## config.mk

```make
export PLATFORM = sky130hd
export DESIGN_NAME = rec_out_fifo
export DESIGN_NICKNAME = d
export VERILOG_FILES = /design/src/rtl/rec_out_fifo_pkg.sv /design/src/rtl/rec_out_fifo_ctrl.sv /design/src/rtl/rec_out_fifo_store.sv /design/src/rtl/rec_out_fifo_mux.sv /design/src/rtl/rec_out_fifo.sv
export SDC_FILE = /design/constraint.sdc
export NUM_CORES = 1
export LEC_CHECK = 0
export BUFFER_PORTS_ARGS = -buffer_cell sky130_fd_sc_hd__buf_2
export CORE_MARGIN = 1
export CORE_UTILIZATION = 40
export CTS_BUF_LIST = sky130_fd_sc_hd__clkbuf_2 sky130_fd_sc_hd__clkbuf_4 sky130_fd_sc_hd__clkbuf_8
export DETAILED_ROUTE_END_ITERATION = 8
export PLACE_DENSITY = 0.56
export SETUP_SLACK_MARGIN = 0.15
export SLEW_MARGIN = 20
export SYNTH_ARGS = -nofsm -noshare
export SYNTH_HDL_FRONTEND = slang
export SYNTH_SLANG_ARGS = --single-unit
```

## constraint.sdc

```tcl
create_clock -name clk -period 13.4 [get_ports clk]
set_clock_uncertainty 0.05 [all_clocks]
set_input_delay 1.34 -clock clk [delete_from_list [all_inputs] [get_ports clk]]
set_output_delay 1.34 -clock clk [all_outputs]
set_load 0.01 [all_outputs]
```

## src/rtl/rec_out_fifo_pkg.sv

```systemverilog
package rec_out_fifo_pkg;
  localparam int NUM_FIELDS = 5;
  localparam int FLD_I     = 0;
  localparam int FLD_Q     = 1;
  localparam int FLD_MAG   = 2;
  localparam int FLD_PHASE = 3;
  localparam int FLD_FREQ  = 4;

  // Advance a slot index around a ring of arbitrary length
  function automatic int unsigned ring_next(input int unsigned idx, input int unsigned len);
    return (idx == len - 1) ? 0 : idx + 1;
  endfunction
endpackage

```

## src/rtl/rec_out_fifo_ctrl.sv

```systemverilog
module rec_out_fifo_ctrl #(
  parameter int DEPTH = 7,
  localparam int PTR_W = (DEPTH > 1) ? $clog2(DEPTH) : 1,
  localparam int CNT_W = $clog2(DEPTH + 1)
) (
  input  logic             clk,
  input  logic             rst,
  input  logic             wr_en,
  input  logic             rd_adv,
  output logic             push,
  output logic [PTR_W-1:0] wr_ptr,
  output logic [PTR_W-1:0] rd_ptr,
  output logic             empty,
  output logic             full,
  output logic             overflow
);
  import rec_out_fifo_pkg::*;

  logic [CNT_W-1:0] count_q;
  logic             pop;

  assign push = wr_en && !full;
  assign pop  = rd_adv && !empty;

  always_ff @(posedge clk) begin
    if (rst) begin
      wr_ptr   <= '0;
      rd_ptr   <= '0;
      count_q  <= '0;
      empty    <= 1'b1;
      full     <= 1'b0;
      overflow <= 1'b0;
    end else begin
      if (push) wr_ptr <= PTR_W'(ring_next(int'(wr_ptr), DEPTH));
      if (pop)  rd_ptr <= PTR_W'(ring_next(int'(rd_ptr), DEPTH));
      if (wr_en && full) overflow <= 1'b1;
      case ({push, pop})
        2'b10: begin
          count_q <= count_q + 1'b1;
          empty   <= 1'b0;
          full    <= (int'(count_q) == DEPTH - 1);
        end
        2'b01: begin
          count_q <= count_q - 1'b1;
          full    <= 1'b0;
          empty   <= (int'(count_q) == 1);
        end
        default: ;
      endcase
    end
  end

  assert_count_bound_R6: assert property (@(posedge clk) disable iff (rst)
    int'(count_q) <= DEPTH);
  assert_full_holds_R6: assert property (@(posedge clk) disable iff (rst)
    full && wr_en && !rd_adv |=> full);
  assert_drop_flags_R7: assert property (@(posedge clk) disable iff (rst)
    wr_en && full |=> overflow);
  assert_sticky_ovf_R7: assert property (@(posedge clk) disable iff (rst)
    overflow |=> overflow);
  assert_empty_adv_R8: assert property (@(posedge clk) disable iff (rst)
    empty && rd_adv |=> $stable(rd_ptr));
  assert_mixed_count_R9: assert property (@(posedge clk) disable iff (rst)
    !empty && !full && wr_en && rd_adv |=> $stable(count_q));
endmodule

```

## src/rtl/rec_out_fifo_store.sv

```systemverilog
module rec_out_fifo_store #(
  parameter int DEPTH   = 7,
  parameter int FIELD_W = 16,
  parameter int NFIELDS = 5,
  localparam int PTR_W = (DEPTH > 1) ? $clog2(DEPTH) : 1
) (
  input  logic                            clk,
  input  logic                            we,
  input  logic [PTR_W-1:0]                waddr,
  input  logic [NFIELDS-1:0][FIELD_W-1:0] wdata,
  input  logic [PTR_W-1:0]                raddr,
  output logic [NFIELDS-1:0][FIELD_W-1:0] rdata
);
  // One small memory per field, written at one slot and read at another
  for (genvar f = 0; f < NFIELDS; f++) begin : g_field
    logic [FIELD_W-1:0] mem [DEPTH];
    always_ff @(posedge clk) begin
      if (we) mem[waddr] <= wdata[f];
    end
    assign rdata[f] = mem[raddr];
  end
endmodule

```

## src/rtl/rec_out_fifo_mux.sv

```systemverilog
module rec_out_fifo_mux #(
  parameter int FIELD_W = 16,
  parameter int NFIELDS = 5,
  parameter int SEL_W   = 3,
  localparam int LANE_W = FIELD_W / 2
) (
  input  logic                            clk,
  input  logic                            rst,
  input  logic [NFIELDS-1:0][FIELD_W-1:0] fields,
  input  logic                            valid,
  input  logic [SEL_W-1:0]                sel,
  output logic [FIELD_W-1:0]              data
);
  import rec_out_fifo_pkg::*;

  logic [FIELD_W-1:0] word;
  logic [LANE_W-1:0]  lane_hi, lane_lo;

  always_comb begin
    word = '0;
    if (valid && int'(sel) < NFIELDS) begin
      word = fields[sel];
      if (int'(sel) == FLD_MAG) word[FIELD_W-1] = 1'b0;
    end
  end

  assign lane_hi = word[FIELD_W-1 -: LANE_W];
  assign lane_lo = word[FIELD_W-LANE_W-1:0];
  assign data    = {lane_hi, lane_lo};

  assert_unused_sel_zero_R4: assert property (@(posedge clk) disable iff (rst)
    int'(sel) >= NFIELDS |-> data == '0);
  assert_mag_msb_R5: assert property (@(posedge clk) disable iff (rst)
    int'(sel) == FLD_MAG |-> !data[FIELD_W-1]);
  assert_empty_zero_R10: assert property (@(posedge clk) disable iff (rst)
    !valid |-> data == '0);
endmodule

```

## src/rtl/rec_out_fifo.sv

```systemverilog
module rec_out_fifo #(
  parameter int DEPTH   = 7,
  parameter int FIELD_W = 16,
  parameter int SEL_W   = 3
) (
  input  logic               clk,
  input  logic               rst,
  input  logic               wr_en,
  input  logic [FIELD_W-1:0] wr_i,
  input  logic [FIELD_W-1:0] wr_q,
  input  logic [FIELD_W-1:0] wr_mag,
  input  logic [FIELD_W-1:0] wr_phase,
  input  logic [FIELD_W-1:0] wr_freq,
  input  logic [SEL_W-1:0]   rd_sel,
  input  logic               rd_adv,
  output logic [FIELD_W-1:0] rd_data,
  output logic               empty,
  output logic               full,
  output logic               overflow
);
  import rec_out_fifo_pkg::*;
  localparam int PTR_W = (DEPTH > 1) ? $clog2(DEPTH) : 1;

  logic                               push;
  logic [PTR_W-1:0]                   wr_ptr, rd_ptr;
  logic [NUM_FIELDS-1:0][FIELD_W-1:0] wr_rec, rd_rec;

  always_comb begin
    wr_rec[FLD_I]     = wr_i;
    wr_rec[FLD_Q]     = wr_q;
    wr_rec[FLD_MAG]   = wr_mag;
    wr_rec[FLD_PHASE] = wr_phase;
    wr_rec[FLD_FREQ]  = wr_freq;
  end

  rec_out_fifo_ctrl #(.DEPTH(DEPTH)) u_ctrl (
    .clk(clk), .rst(rst), .wr_en(wr_en), .rd_adv(rd_adv), .push(push),
    .wr_ptr(wr_ptr), .rd_ptr(rd_ptr), .empty(empty), .full(full),
    .overflow(overflow)
  );

  rec_out_fifo_store #(.DEPTH(DEPTH), .FIELD_W(FIELD_W), .NFIELDS(NUM_FIELDS)) u_store (
    .clk(clk), .we(push), .waddr(wr_ptr), .wdata(wr_rec),
    .raddr(rd_ptr), .rdata(rd_rec)
  );

  rec_out_fifo_mux #(.FIELD_W(FIELD_W), .NFIELDS(NUM_FIELDS), .SEL_W(SEL_W)) u_mux (
    .clk(clk), .rst(rst), .fields(rd_rec), .valid(!empty), .sel(rd_sel),
    .data(rd_data)
  );
endmodule

```

# After elaboration in Yosys (flattened, before gate mapping)
# Memories as Yosys holds them, arrays and structs flattened. A register that Yosys moved wholly into a read port is not among the register bits.
# Index checks and enable logic that the tools add are counted.
[word_totals]
register_bits = 12
ram_bits = 560
in_bits = 87
out_inout_bits = 19
elab_cells = 52
mem_count = 5
[op_classes]
add_sub_neg = 4
magnitude_cmp = 2
n_eq_ne = 7
muxes = 21
reduce_logical = 7
[mem_list]
columns = ["name", "depth", "word_bits", "read_ports", "rd_ports_with_merged_regs", "write_ports", "line", "text"]
rows = [
  ["u_store.g_field[0].mem", 7, 16, 1, 1, 1, "rec_out_fifo_store.sv:16", "logic [FIELD_W-1:0] mem [DEPTH];"],
  ["u_store.g_field[1].mem", 7, 16, 1, 1, 1, "rec_out_fifo_store.sv:16", ""],
  ["u_store.g_field[2].mem", 7, 16, 1, 1, 1, "rec_out_fifo_store.sv:16", ""],
  ["u_store.g_field[3].mem", 7, 16, 1, 1, 1, "rec_out_fifo_store.sv:16", ""],
  ["u_store.g_field[4].mem", 7, 16, 1, 1, 1, "rec_out_fifo_store.sv:16", ""],
]
[op_table]
columns = ["operator", "count"]
rows = [
  ["$bmux W16 S3", 1],
  ["$mux W3", 12],
  ["$mux W16", 2],
  ["$add A3 B1 Y3 const B", 3],
  ["$eq A3 B3 Y1 const B", 3],
  ["$eq A3 B2 Y1 const B", 2],
  ["$pmux W3 S2", 1],
  ["$logic_and A1 B1 Y1", 4],
  ["$lt A3 B4 Y1 const B", 1],
  ["$pmux W1 S2", 2],
  ["$lt A3 B3 Y1 const B", 1],
  ["$mux W1", 3],
  ["$sub A3 B1 Y3 const B", 1],
  ["$eq A2 B1 Y1 const B", 1],
  ["$eq A2 B2 Y1 const B", 1],
  ["$logic_not A1 Y1", 2],
  ["$reduce_bool A2 Y1", 1],
]

# Depth between registers and ports, before layout
[logic_depth]
ltp_word = 4
mapped_depth = 10
mapped_depth_nobuf = 7

# Hierarchy
# A second synthesis with hierarchy kept.
[hier_totals]
cells_unflattened = 1267
area_unflattened_um2 = 24155.7
[by_module_without_submodules]
columns = ["module", "n_inst", "cells_per_inst", "area_per_inst_um2", "seq_area_each_um2"]
rows = [
  ["rec_out_fifo_store", 1, 1126, 22875.7, 16816.1],
  ["rec_out_fifo_mux", 1, 77, 713.2, 0.0],
  ["rec_out_fifo_ctrl", 1, 63, 563.0, 240.2],
  ["rec_out_fifo", 1, 1, 3.8, 0.0],
]

# Least setup slack after synthesis
# OpenSTA, ideal clock, no wires.
[synth_timing]
path_type = "in2reg"
from = "input wr_en"
to = "memory u_store.g_field[0].mem[0][0] (enable)"
arrival_ns = 9.007
required_time_ns = 12.639
path_slack_ns = 3.632
cell_stages = 3
path_buffers = 1
path_cell_list = "nand2b_1 clkbuf_1 nor4_1"
[synth_between]
elab_chain_len = 3
[synth_rtl]
columns = ["element", "line", "text"]
rows = [
  ["start: declaration", "rec_out_fifo.sv:8", "input logic wr_en,"],
  ["$logic_and A1 B1 Y1", "rec_out_fifo_ctrl.sv:22", "assign push = wr_en && !full;"],
  ["$mux W1", "rec_out_fifo_store.sv:18", "if (we) mem[waddr] <= wdata[f];"],
  ["$mux W1 (implied by the code)", "rec_out_fifo_store.sv:18", ""],
  ["end: declaration", "rec_out_fifo_store.sv:16", ""],
]
# No other way between the ends.

==> flow_metrics.env <==
export IMPL_grtUsageTotal_pct=18.2
export IMPL_die_area_mm2=0.0568
export IMPL_layout_drive_gt1_share_pct=25.6
export IMPL_ys_seq_elements=568
export IMPL_fill_cells=4816
export IMPL_multi_input_comb_area_mm2=0.00498
export IMPL_p_int_mw=2.87
export IMPL_ant_nets=0
export IMPL_seqPwrFrac_pct=54.4
export IMPL_p_total_mw=3.69
export IMPL_overflow=0
export IMPL_slew_limit_headroom_pct=25.1
export IMPL_setup_slack_ns=7.29
export IMPL_numCtsBuffers=96
export IMPL_clock_sinks=568
export IMPL_antenna_found_initial=14
export IMPL_grt_pass1_wl_um=75500
export IMPL_crit_arrival_ns=4.72
export IMPL_dpl_hpwl_um=28400
export IMPL_hold_path_class="flop to flop"
export IMPL_cp_required_ns=12.01
export IMPL_leakage_nw=8.03
export IMPL_route_detailed_drc=0
export IMPL_drv_slew=0
export IMPL_ir_drop_v=0.0000712
export IMPL_core_area_mm2=0.0552
export IMPL_ys_types=48
export IMPL_vias=11400
export IMPL_cts_tree="done"
export IMPL_avgSynthCellArea_um2=18.7
export IMPL_rsz0062_at_grt="no"
export IMPL_globalplace_congestion=0.752
export IMPL_startpoint_type="flop"
export IMPL_ctsResizeCount=0
export IMPL_switchingPower_mw=0.820
export IMPL_fin_crit_sh_pct=45.6
export IMPL_clkPwrFrac_pct=39.6
export IMPL_rows=86
export IMPL_initial_core_util_pct=40.5
export IMPL_syn_cell_area_mm2=0.0224
export IMPL_port_buffers=104
export IMPL_setup_viol=0
export IMPL_crit_path_end_kind="output pin"
export IMPL_clk_path_buf_depth=3
export IMPL_post_cts_buffers=0
export IMPL_hold_buffers=0
export IMPL_crit_type="flop to output pin"
export IMPL_power_density_mw_per_mm2=145
export IMPL_first_pass_iters=5
export IMPL_seq_area_mm2=0.0169
export IMPL_placed_cells=2004
export IMPL_synthCells=1198
export IMPL_layout_commonest_cell="edfxtp_1"
export IMPL_die_w_um=238
export IMPL_outcome="completed"
export IMPL_grt_pass1_vias=11600
export IMPL_clk_pin_slew_worst_paths_ns=0.06
export IMPL_comb_power_share_pct=6.0
export IMPL_place_ws_ns=7.71
export IMPL_cap_violations=0
export IMPL_syn_nets=1287
export IMPL_cp_max_fo=48
export IMPL_fin_cells=2183
export IMPL_area_growth_pct=13.8
export IMPL_clock_root_buffer="clkbuf_8"
export IMPL_mostFrequentLayoutCells="edfxtp_1 (553), mux2i_1 (127), clkbuf_8 (104), buf_2 (104), nand2b_1 (58)"
export IMPL_drt_iter0_markers=907
export IMPL_dieHeight_um=238
export IMPL_htree_levels=3
export IMPL_finalSetupTns_ns=0
export IMPL_viasPerCell=5.23
export IMPL_max_freq_ghz=0.164
export IMPL_yosys_warnings=0
export IMPL_drt_total_wl_um=51200
export IMPL_worstSkewPairLatency_ns=0.65
export IMPL_yosysSeqAreaShare_pct=75.6
export IMPL_fin_nets=1443
export IMPL_wl_per_cell_um=23.5
export IMPL_switching_share_pct=22.2
export IMPL_ios=106
export IMPL_worstMarginPinSlew_ns=1.12
export IMPL_hold_viol=0
export IMPL_grt_max_degree=145
export IMPL_fin_crit_ns=6.11
-- cells by family after synthesis --
family | Yosys count | synth area share (%)
AO/OA/AOI/OAI | 165 | 5.35
multiplexers | 202 | 12.0
flip-flops | 568 | 75.6
buffers and inverters | 78 | 2.35
XOR/XNOR | 2 | 0.0784
adder cells (fa/ha/maj) | 2 | 0.146
AND/OR/NAND/NOR | 181 | 4.46
-- power groups by stage --
stage	Sequential, mW	Combinational [mW]	Clock, mW
finish	2.01	0.222	1.46
global placement	2.04	0.221	0
CTS	2.01	0.225	1.51
global route	2.01	0.240	1.58
detailed placement	2.04	0.225	0
floorplan	2.04	0.137	0
-- metrics by stage --
step / util (%) / cell area, um^2 / hold WS, ns
floorplan: - / 22400 / 0.416
detailed placement: 42.7 / 23600 / 0.407
finish: 46.1 / 25400 / 0.418
global placement: 42.7 / 23600 / 0.404
CTS: 46.1 / 25400 / 0.423
global route: 46.1 / 25400 / 0.457
-- flip-flops by register name, summed over array words and instances, names as in the netlist, named ones only --
register and flops:
u_store.g_field.mem 553, u_ctrl.rd_ptr 3, u_ctrl.empty 1, u_ctrl.count_q 3
u_ctrl.full 1, u_ctrl.overflow 1, u_ctrl.wr_ptr 3
-- worst paths after layout --
kind / end / cells past startpoint / start / slack [ns]
setup reg to reg: u_store.g_field[4].mem[1][0] / 6 / u_ctrl.full / 10.60
setup / recovery: rd_data[9] / 8 / flop / 7.29
hold / removal: u_ctrl.overflow / 2 / u_ctrl.overflow / 0.42
hold reg to reg: u_ctrl.overflow / 2 / u_ctrl.overflow / 0.42
-- routing by layer --
metal / routed length, um / GRT usage (%) / vias to the layer above
met5: 111 / 0 / -
li1: - / - / 5183
met3: 3270 / 5.26 / 93
met1: 23000 / 25.1 / 5823
met2: 23600 / 28.0 / 304
met4: 1140 / 5.63 / 18
-- critical path, cell delays in order, from the launching register on --
cell and delay, ns:
dfxtp_4 0.59, buf_4 0.61, buf_4 0.85, mux2i_1 0.30
nor2_1 0.06, a2111oi_1 0.95, o22ai_1 0.31, o2bb2ai_1 0.21
buf_2 0.15
-- cells in the mapped netlist (all sizes together) --
library cell,n,area (um^2)
edfxtp,553,16600
mux2i,127,1270
nand2b,58,363
buf,49,414
mux4,49,1120
nor2,45,169
o22ai,45,282
a2111oi,30,282
and3,28,175
o211ai,28,210
clkbuf,26,98.8
mux2,26,293
o21ai,22,110
nand2,21,78.8
dfxtp,15,300
o2bb2ai,15,131
nor2b,11,68.8
a21oi,10,50.1
a311oi,5,43.8
a211o,4,35.0
inv,3,11.3
nand3b,3,35.0
nor3,3,15.0
or3b,3,26.3
nor3b,2,15.0
nor4,2,12.5
o211a,2,20.0
or3,2,12.5
xor2,2,17.5
a211oi,1,7.51
a221o,1,10.0
a22oi,1,7.51
a31oi,1,6.26
and2,1,6.26
fa,1,20.0
ha,1,12.5
nor4b,1,8.76
or4b,1,10.0
-- layout make-up --
cell class / instances / area share (%)
repair buffers: 133 / 2.95
diodes: 3 / 0.0295
inverters: 3 / 0.0443
multi-input cells: 552 / 19.6
clock buffers: 134 / 6.51
clock inverters: 42 / 0.713
well taps: 748 / 3.68
flip-flops and latches: 568 / 66.5
Note: power is estimated with default switching activity, not from simulation.
